File: src/rtl/dis_pkg.sv
package dis_pkg;

    // Address bit positions that the memory decodes
    localparam int PRE_ALL_BIT = 10;
    localparam int DLL_RST_BIT = 8;

    typedef enum logic [2:0] {
        CMD_NOP,
        CMD_PRE_ALL,
        CMD_MODE_EXT,
        CMD_MODE_BASE,
        CMD_REFRESH
    } cmd_e;

    typedef enum logic [2:0] {
        PH_SETTLE,
        PH_PRE_GAP,
        PH_EXT_GAP,
        PH_BASE_GAP,
        PH_REF_GAP,
        PH_FINAL,
        PH_DONE
    } phase_e;

    // Minimum time in picoseconds to whole cycles, rounded up, at least one
    function automatic int ps_to_cycles(input int min_ps, input int period_ps);
        int c;
        c = (min_ps + period_ps - 1) / period_ps;
        return (c < 1) ? 1 : c;
    endfunction

    function automatic int imax(input int a, input int b);
        return (a > b) ? a : b;
    endfunction

endpackage

File: src/rtl/dis_gap_timer.sv
module dis_gap_timer #(
    parameter int CNT_W   = 16,
    parameter int RST_VAL = 0
) (
    input  logic             clk,
    input  logic             rst_n,
    input  logic             load,
    input  logic [CNT_W-1:0] load_val,
    output logic [CNT_W-1:0] cnt,
    output logic             expired
);

    logic [CNT_W-1:0] cnt_d, cnt_q;

    always_comb begin
        cnt_d = cnt_q;
        if (load) begin
            cnt_d = load_val;
        end else if (cnt_q != '0) begin
            cnt_d = cnt_q - 1'b1;
        end
    end

    always_ff @(posedge clk or negedge rst_n) begin
        if (!rst_n) begin
            cnt_q <= CNT_W'(RST_VAL);
        end else begin
            cnt_q <= cnt_d;
        end
    end

    assign cnt     = cnt_q;
    assign expired = (cnt_q == '0);

    // the gap counter steps down by exactly one while waiting
    a_r8_gap_steps_by_one: assert property (@(posedge clk) disable iff (!rst_n)
        (!load && cnt_q != '0) |=> (cnt_q == $past(cnt_q) - 1'b1));

    // an expired counter stays at zero until reloaded
    a_r8_gap_no_wrap: assert property (@(posedge clk) disable iff (!rst_n)
        (!load && cnt_q == '0) |=> (cnt_q == '0));

endmodule

File: src/rtl/dis_cmd_encode.sv
module dis_cmd_encode #(
    parameter int              BA_W       = 2,
    parameter int              ADDR_W     = 12,
    parameter logic [ADDR_W-1:0] EXT_OPCODE = '0,
    parameter logic [ADDR_W-1:0] BASE_OPCODE = '0
) (
    input  dis_pkg::cmd_e      cmd,
    output logic               cs_n,
    output logic               ras_n,
    output logic               cas_n,
    output logic               we_n,
    output logic [BA_W-1:0]    ba,
    output logic [ADDR_W-1:0]  addr
);
    import dis_pkg::*;

    localparam logic [ADDR_W-1:0] PRE_ALL_ADDR = ADDR_W'(1) << PRE_ALL_BIT;
    localparam logic [ADDR_W-1:0] DLL_RST_MASK = ADDR_W'(1) << DLL_RST_BIT;
    localparam logic [BA_W-1:0]   SEL_BASE     = BA_W'(0);
    localparam logic [BA_W-1:0]   SEL_EXT      = BA_W'(1);

    always_comb begin
        cs_n  = 1'b0;
        ras_n = 1'b1;
        cas_n = 1'b1;
        we_n  = 1'b1;
        ba    = '0;
        addr  = '0;
        unique case (cmd)
            CMD_PRE_ALL: begin
                ras_n = 1'b0;
                we_n  = 1'b0;
                addr  = PRE_ALL_ADDR;
            end
            CMD_MODE_EXT: begin
                ras_n = 1'b0;
                cas_n = 1'b0;
                we_n  = 1'b0;
                ba    = SEL_EXT;
                addr  = EXT_OPCODE;
            end
            CMD_MODE_BASE: begin
                ras_n = 1'b0;
                cas_n = 1'b0;
                we_n  = 1'b0;
                ba    = SEL_BASE;
                addr  = BASE_OPCODE | DLL_RST_MASK;
            end
            CMD_REFRESH: begin
                ras_n = 1'b0;
                cas_n = 1'b0;
            end
            default: begin
            end
        endcase
    end

endmodule

File: src/rtl/dram_init_seq.sv
module dram_init_seq #(
    parameter int                CLK_PERIOD_PS = 20000,
    parameter int                STABLE_CYC    = 10000,
    parameter int                T_RP_PS       = 20000,
    parameter int                T_MRD_PS      = 15000,
    parameter int                T_RFC_PS      = 75000,
    parameter int                REF_COUNT     = 2,
    parameter int                FINAL_CYC     = 200,
    parameter int                BA_W          = 2,
    parameter int                ADDR_W        = 12,
    parameter logic [ADDR_W-1:0] EMR_OPCODE    = 12'h000,
    parameter logic [ADDR_W-1:0] MR_OPCODE     = 12'h022
) (
    input  logic              clk,
    input  logic              rst_n,
    output logic              cs_n,
    output logic              ras_n,
    output logic              cas_n,
    output logic              we_n,
    output logic [BA_W-1:0]   ba,
    output logic [ADDR_W-1:0] addr,
    output logic              init_done
);
    import dis_pkg::*;

    localparam int RP_CYC     = ps_to_cycles(T_RP_PS, CLK_PERIOD_PS);
    localparam int MRD_CYC    = ps_to_cycles(T_MRD_PS, CLK_PERIOD_PS);
    localparam int RFC_CYC    = ps_to_cycles(T_RFC_PS, CLK_PERIOD_PS);
    localparam int REF_N      = (REF_COUNT < 2) ? 2 : REF_COUNT;
    localparam int FINAL_WAIT = imax(FINAL_CYC, RFC_CYC);
    localparam int SETTLE     = imax(STABLE_CYC, 1);
    localparam int MAX_GAP    = imax(imax(SETTLE, FINAL_WAIT), imax(imax(RP_CYC, MRD_CYC), RFC_CYC));
    localparam int CNT_W      = $clog2(MAX_GAP + 1);
    localparam int REF_W      = $clog2(REF_N + 1);

    typedef struct packed {
        phase_e           phase;
        cmd_e             cmd;
        logic [REF_W-1:0] ref_left;
        logic             ready;
    } seq_t;

    seq_t             seq_d, seq_q;
    logic             gap_load;
    logic [CNT_W-1:0] gap_val;
    logic [CNT_W-1:0] gap_cnt;
    logic             gap_expired;

    dis_gap_timer #(
        .CNT_W  (CNT_W),
        .RST_VAL(SETTLE - 1)
    ) u_gap (
        .clk     (clk),
        .rst_n   (rst_n),
        .load    (gap_load),
        .load_val(gap_val),
        .cnt     (gap_cnt),
        .expired (gap_expired)
    );

    // Next state: one command per expired gap, no-op otherwise
    always_comb begin
        seq_d     = seq_q;
        seq_d.cmd = CMD_NOP;
        gap_load  = 1'b0;
        gap_val   = '0;
        if (gap_expired) begin
            unique case (seq_q.phase)
                PH_SETTLE: begin
                    seq_d.cmd   = CMD_PRE_ALL;
                    seq_d.phase = PH_PRE_GAP;
                    gap_load    = 1'b1;
                    gap_val     = CNT_W'(RP_CYC - 1);
                end
                PH_PRE_GAP: begin
                    seq_d.cmd   = CMD_MODE_EXT;
                    seq_d.phase = PH_EXT_GAP;
                    gap_load    = 1'b1;
                    gap_val     = CNT_W'(MRD_CYC - 1);
                end
                PH_EXT_GAP: begin
                    seq_d.cmd      = CMD_MODE_BASE;
                    seq_d.phase    = PH_BASE_GAP;
                    seq_d.ref_left = REF_W'(REF_N);
                    gap_load       = 1'b1;
                    gap_val        = CNT_W'(MRD_CYC - 1);
                end
                PH_BASE_GAP, PH_REF_GAP: begin
                    seq_d.cmd      = CMD_REFRESH;
                    seq_d.ref_left = seq_q.ref_left - 1'b1;
                    gap_load       = 1'b1;
                    if (seq_q.ref_left == REF_W'(1)) begin
                        seq_d.phase = PH_FINAL;
                        gap_val     = CNT_W'(FINAL_WAIT - 1);
                    end else begin
                        seq_d.phase = PH_REF_GAP;
                        gap_val     = CNT_W'(RFC_CYC - 1);
                    end
                end
                PH_FINAL: begin
                    seq_d.ready = 1'b1;
                    seq_d.phase = PH_DONE;
                end
                default: begin
                end
            endcase
        end
    end

    always_ff @(posedge clk or negedge rst_n) begin
        if (!rst_n) begin
            seq_q <= '{phase: PH_SETTLE, cmd: CMD_NOP, ref_left: '0, ready: 1'b0};
        end else begin
            seq_q <= seq_d;
        end
    end

    dis_cmd_encode #(
        .BA_W       (BA_W),
        .ADDR_W     (ADDR_W),
        .EXT_OPCODE (EMR_OPCODE),
        .BASE_OPCODE(MR_OPCODE)
    ) u_enc (
        .cmd  (seq_q.cmd),
        .cs_n (cs_n),
        .ras_n(ras_n),
        .cas_n(cas_n),
        .we_n (we_n),
        .ba   (ba),
        .addr (addr)
    );

    assign init_done = seq_q.ready;

    // flag low in every phase before completion
    a_r1_ready_low_early: assert property (@(posedge clk) disable iff (!rst_n)
        (seq_q.phase != PH_DONE) |-> !init_done);

    // once high the flag holds until reset
    a_r7_ready_sticky: assert property (@(posedge clk) disable iff (!rst_n)
        init_done |=> init_done);

    // flag rises only after every refresh was issued
    a_r6_refs_spent: assert property (@(posedge clk) disable iff (!rst_n)
        $rose(init_done) |-> (seq_q.ref_left == '0));

    // no command on the pins after completion
    a_r7_idle_after_ready: assert property (@(posedge clk) disable iff (!rst_n)
        init_done |-> (!cs_n && ras_n && cas_n && we_n));

    // base mode write always carries the DLL reset bit
    a_r5_dll_reset_set: assert property (@(posedge clk) disable iff (!rst_n)
        (!cs_n && !ras_n && !cas_n && !we_n && ba == BA_W'(0)) |-> addr[DLL_RST_BIT]);

    // mode writes never select a reserved register code
    a_r4_no_reserved_sel: assert property (@(posedge clk) disable iff (!rst_n)
        (!cs_n && !ras_n && !cas_n && !we_n) |-> (ba == BA_W'(0) || ba == BA_W'(1)));

endmodule

File: config.mk
export PLATFORM = sky130hd
export DESIGN_NAME = dram_init_seq
export DESIGN_NICKNAME = d
export VERILOG_FILES = /design/src/rtl/dis_pkg.sv /design/src/rtl/dis_gap_timer.sv /design/src/rtl/dis_cmd_encode.sv /design/src/rtl/dram_init_seq.sv
export SDC_FILE = /design/constraint.sdc
export NUM_CORES = 1
export LEC_CHECK = 0
export ABC_CLOCK_PERIOD_IN_PS = 6000
export BUFFER_PORTS_ARGS = -buffer_cell sky130_fd_sc_hd__buf_4
export CAP_MARGIN = 15
export CORE_ASPECT_RATIO = 0.8
export CORE_MARGIN = 1
export CORE_UTILIZATION = 27
export DETAILED_ROUTE_END_ITERATION = 6
export PLACE_DENSITY_LB_ADDON = 0.15
export RECOVER_POWER = 100
export SLEW_MARGIN = 15
export SYNTH_ARGS = -nofsm -noshare
export SYNTH_HDL_FRONTEND = slang
export SYNTH_SLANG_ARGS = --single-unit
File: constraint.sdc
create_clock -name clk -period 6 [get_ports clk]
set_clock_uncertainty 0.1 [all_clocks]
set_input_delay 1.5 -clock clk [delete_from_list [all_inputs] [get_ports clk]]
set_output_delay 1.5 -clock clk [all_outputs]
set_load 0.02 [all_outputs]
[Word-level counts from Yosys, hierarchy flattened]
Cells that the tools add are included.
Storage, ports and cells
  register bits: 23
  bits in latches: 0
  RAM bits: 0
  ROM bits: 0
  input port bits: 2
  output and inout bits: 19
  word-level logic and storage cells: 49
  memories: 0
Cells by class
  $add $sub $neg: 2
  multipliers: 0
  div/mod/pow operators: 0
  $lt $le $gt $ge: 0
  equal/unequal tests: 10
  shifts and indexed selects: 0
  mux-type cells: 18
  bitwise logic cells: 0
  reduce and logical (&&, ||, !) cells: 14
Operator list (count)
  $mux W14: 2
  $mux W8: 3
  $pmux W11 S2: 1
  $pmux W3 S5: 1
  $logic_not A14 Y1: 1
  $reduce_bool A14 Y1: 1
  $sub A14 B1 Y14 const B: 1
  $eq A3 B2 Y1 const B: 4
  $pmux W3 S4: 1
  $eq A3 B3 Y1 const B: 3
  $mux W1: 8
  $eq A3 B1 Y1 const B: 2
  $mux W6: 1
  $reduce_and A2 Y1: 3
  $reduce_or A3 Y1: 2
  $reduce_bool A5 Y1: 1
  $reduce_or A5 Y1: 1
  $pmux W2 S2: 1
  $reduce_bool A2 Y1: 2
  $reduce_or A4 Y1: 1
  $logic_not A3 Y1: 1
  $eq A2 B1 Y1 const B: 1
  $reduce_or A2 Y1: 1
  $sub A2 B1 Y2 const B: 1

[Depth between registers and ports, before layout]
  depth in word-level cells: 5
  mapped depth: 8

[By module]
Synthesis repeated with hierarchy kept, for this count alone.
Unflattened totals
  cell total of the unflattened synthesis: 151
  area total of the unflattened synthesis: 1493.9 µm²
Modules (own cells, without submodules)
  dis_gap_timer: times used 1, cells an instance 77, area each 835.8 µm²
  dram_init_seq: times used 1, cells an instance 54, area each 508.0 µm²
  dis_cmd_encode: times used 1, cells an instance 20, area each 150.1 µm²

[Worst setup path before layout]
OpenSTA, ideal clock, no wires.
  path type: reg-to-output
  start: reg seq_q[4] (netlist bit)
  end: out ras_n
  arrival time: 1.279 ns
  data required time: 4.400 ns
  path slack: 3.121 ns
  cell stages (with the launch flop): 4
  path buffers: 0
  cell sequence: dfrtp_1 nor2b_1 a21oi_1 nor2b_1
Between the ends
  cells in the longest elaborated chain, start to end: 3
  elaborated cells on any way between the ends: 6
RTL lines
  from (decl): RTL line dram_init_seq.sv:43  | seq_t seq_d, seq_q;
  from (signal assigned): RTL line dram_init_seq.sv:112  | seq_q <= '{phase: PH_SETTLE, cmd: CMD_NOP, ref_left: '0, ready: 1'b0};
  from (signal assigned): RTL line dram_init_seq.sv:114  | seq_q <= seq_d;
  $eq A3 B3 Y1 (tied with other cells): RTL line dis_cmd_encode.sv:29  | unique case (cmd)
  $reduce_or A4 Y1 (no line) *
  $mux W1 *: RTL line dis_cmd_encode.sv:29
  to (decl): RTL line dram_init_seq.sv:17  | output logic ras_n,
Every way passes the cells marked *; elsewhere a longest branch is shown, timed or not.

[Worst setup path after layout]
Same ends and word-level chain as after synthesis.

==> summary.txt <==
Global routing
  – Most used routing layer: met2
  – Met1 GRT Util: 14.59%
  – Pin count of the biggest net entering global routing: 24
  – Gr ovfl total: 0
  – Aggregate global-route resource usage: between 10% and 20%
  – Grt met2 use: between 10% and 20%
  – Via count of the first global-routing pass: approximately 860
  – Number of antenna violations at the first check in global routing: 0
  – Global-route met3 utilization: 3.478%
  – Global-route wire length before repair: 4036 um

Floorplanning
  – Initial core utilization: 29.29%
  – Area of the placeable core: about 4400 sq um
  – Die Span X: 78.91 um
  – Die extent in y: 63.53 um
  – Placement row count: 21
  – Full die area: 5012 sq um
  – Num ports: 21

Finish
  – Number of fill cells in the layout: 473
  – Area delta synth->final: 5.289%
  – # nets final: 144
  – Post-layout utilization of the core: 30.84%
  – Number of antenna diodes: 0
  – Footprint of the flip-flops and latches: between 500 and 600 sq um
  – Multi-input combinational cell area: 574.3 sq um
  – Layout cells sized above 1: 10.07%

Clock tree
  – Resize count post-CTS: 0
  – TritonCTS clock tree: yes
  – CTS Hold Bufs: 0
  – Clk pin slew, worst setup/hold paths: 0.08 ns
  – CTS HTree Levels: 1
  – Clock buffers created by TritonCTS: 3
  – Post CTS Setup Buffer Count: 0
  – Sink Count: 23
  – Clock latency on the worst-skew pair: 0.26 ns
  – Maximum number of buffers from clock root to sink: 2
  – Cell at the root of the clock tree: sky130_fd_sc_hd__clkbuf_8

Detailed routing
  – Post-DR wirelength/cell: 11.89 um
  – Detailed Route WL: 2330 um
  – Starting DRC count in detailed routing: 39
  – Via density per instance: 4.745
  – Count of antenna-violating nets left after detailed routing: 0
  – Via count: 930
  – Number of detailed-route iterations in the first pass: 4
  – Final routed DRC violation total: 0

Yosys
  – Count of distinct cell types in the synthesized netlist: 37
  – Number of warnings issued by yosys: 0
  – Number of register bits inferred by synthesis: 23
  – Biggest area consumer among synthesized cells: sky130_fd_sc_hd__dfrtp_1
  – Area share of the leading cell type in the synthesized netlist: 29.38%
  – Cell area after technology mapping: between 1000 and 1500 sq um
  – Fraction of registers with async set/reset: between 90% and 100%
  – Mean post-synth cell area: 9.605 sq um
  – Instance count of the mapped netlist: 133
  – Leading register cell type out of synthesis: sky130_fd_sc_hd__dfrtp_1
  – Largest cells by area after synthesis: sky130_fd_sc_hd__dfrtp_1, sky130_fd_sc_hd__dfstp_2, sky130_fd_sc_hd__buf_4, sky130_fd_sc_hd__o21ai_0, sky130_fd_sc_hd__xnor2_1
  – Most numerous cell types in the synthesized netlist: sky130_fd_sc_hd__dfrtp_1, sky130_fd_sc_hd__buf_4, sky130_fd_sc_hd__o21ai_0
  – Post-synth EDFFs: 0
  – Sequential element share of the synthesized area: between 40% and 50%
  – Cell with the most instances after synthesis: sky130_fd_sc_hd__dfrtp_1

Worst setup path
  – Endpoint type of the worst setup path: output port
  – Worst path required time: approximately 4.4 ns
  – CP max-delay cell: sky130_fd_sc_hd__dfrtp_1
  – Cell depth of the worst flop-to-flop path: 5
  – Most common cell type on the critical path: sky130_fd_sc_hd__nor2b_1
  – Reg2Reg Capture Point: seq_q[2]
  – Crit-path cells: nor2b_1, a21oi_1, nor2b_1, clkbuf_1
  – Critical path arrival: 1.33 ns
  – Element type at the critical path start: flop
  – Startpoint-to-endpoint class of the critical path: reg2out
  – Crit path largest cell delay: 0.39 ns
  – Register-to-register path setup slack: ~3.3 ns
  – Critical path fanouts, max: 3
  – Worst reg2reg path startpoint: u_gap.cnt[6]

Pwr
  – Leakage power total: 0.0005495 uW
  – Power density over the cells: ~190 nW/um^2
  – Worst IR Drop VDD: between 100 and 150 uV

Timing
  – Transition time at the pin with the least slew margin: 1.253 ns
  – Aggregate negative setup slack: 0 ns
  – Max Slew Vio Count: 0
  – Worst max-slew margin expressed relative to the limit: 16.48%
  – Count of final setup violators: 0
  – RSZ-0062 raised after global routing: false
  – Share of the clock period used by the worst path: 48.89%
  – Hold Violations, Final: 0
  – Time the final worst path needs with I/O delays and setup: slightly below 3 ns
  – Highest attainable clock frequency: 0.3409 GHz

Place
  – HPWL after DPL: 1702 um
  – Global placement routability congestion: 0.7823
  – Input/output buffers: 10

Job
  – Number of maximum-capacitance constraint violations: 0

Hold path
  – Worst Hold End: init_done
  – Worst hold-check path type: reg2reg
  – Hold Path Stages: 1
  – Beginning of the worst hold path: init_done

Status
  – Run status: finished clean
-- layout by cell type (no fill, tap or decap), types with 2 or more instances in the layout --
cell | synthesis | final
sky130_fd_sc_hd__a21oi_1 | 6 | 6
sky130_fd_sc_hd__a31oi_1 | 2 | 2
sky130_fd_sc_hd__and2_0 | 1 | 2
sky130_fd_sc_hd__clkbuf_1 | 3 | 9
sky130_fd_sc_hd__clkbuf_8 | 0 | 3
sky130_fd_sc_hd__conb_1 | 1 | 10
sky130_fd_sc_hd__dfrtp_1 | 15 | 15
sky130_fd_sc_hd__dfstp_2 | 8 | 7
sky130_fd_sc_hd__ha_1 | 2 | 2
sky130_fd_sc_hd__inv_1 | 7 | 7
sky130_fd_sc_hd__nand2_1 | 4 | 4
sky130_fd_sc_hd__nand2b_1 | 3 | 3
sky130_fd_sc_hd__nand3_1 | 2 | 2
sky130_fd_sc_hd__nor2_1 | 7 | 7
sky130_fd_sc_hd__nor2b_1 | 5 | 5
sky130_fd_sc_hd__nor3_1 | 6 | 6
sky130_fd_sc_hd__nor4_1 | 3 | 3
sky130_fd_sc_hd__o21ai_0 | 12 | 12
sky130_fd_sc_hd__o31ai_1 | 2 | 2
sky130_fd_sc_hd__or2_2 | 2 | 2
sky130_fd_sc_hd__or3_1 | 3 | 3
sky130_fd_sc_hd__or4_1 | 4 | 6
sky130_fd_sc_hd__xnor2_1 | 6 | 6
sky130_fd_sc_hd__xor2_1 | 3 | 3
-- sequential cells by signal, summed over array words and instances, names as in the netlist --
name,flops
seq_q,8
u_gap.cnt,14
init_done,1
-- logic make-up after synthesis --
| kind of cell | share of synthesized area [%] |
|---|---|
| adders and majority gates | 1.959 |
| and+or+nand+nor | 21.26 |
| buffers and inverters | 11.26 |
| AOI/OAI and AO/OA | 13.22 |
| xor gates and xnor gates | 6.171 |
| DFF | 45.84 |
| other | 0.2935 |
-- power by group --
group | switching (uW) | internal, uW | total (uW)
clock network | 47.8 | 46.3 | 94.1
logic | 8.47 | 0.121 | 8.59
registers | 0 | 155 | 155
-- per-stage QoR --
step / power [uW] / std cells / cell area, sq um / setup WS, ns / hold slack [ns]
6_report: 257.8 / 196 / 1345 / 3.067 / 0.3840
5_1_grt: 268.4 / 196 / 1345 / 2.937 / 0.4018
4_1_cts: 263.6 / 196 / 1386 / 3.125 / 0.3947
3_5_place_dp: 167.2 / 192 / 1340 / 3.370 / 0.3727
3_3_place_gp: 167.2 / 192 / 1340 / 3.405 / 0.3576
2_1_floorplan: 168.5 / 142 / 1311 / 3.121 / 0.3489
-- routing by layer --
metal | part of all wire, % | wire length, um
met1 | 55 | 1278
met2 | 40 | 931
met3 | 4.8 | 111
met4 | 0.34 | 8
met5 | 0 | 0
-- critical path, delay by kind of cell, from the launching register on --
family / cells / cell delay [ns]
AO/OA/AOI/OAI: 1 / 0.15
buffers and inverters: 1 / 0.24
flip-flops: 1 / 0.39
AND/OR/NAND/NOR: 2 / 0.30
-- cell type report --
| type | count | area share (%) |
|---|---|---|
| timing repair buffer | 10 | 3.070 |
| sequential | 23 | 43.53 |
| tap | 57 | 5.302 |
| multi-input combinational | 95 | 42.70 |
| clock buffer | 3 | 3.070 |
| inverter | 7 | 1.953 |
| clock inverter | 1 | 0.3721 |
-- worst max-delay path by stage --
stage	from	end	slack, ns	cells past startpoint
2_1_floorplan	seq_q[4]	ras_n	3.12	3
3_3_place_gp	u_gap.cnt[4]	u_gap.cnt[11]	3.41	5
3_5_place_dp	u_gap.cnt[4]	seq_q[2]	3.37	5
4_1_cts	seq_q[4]	ras_n	3.13	4
5_1_grt	seq_q[4]	ras_n	2.94	4
6_report	seq_q[4]	ras_n	3.07	4
No activity file was read; power rests on OpenSTA's default activity.
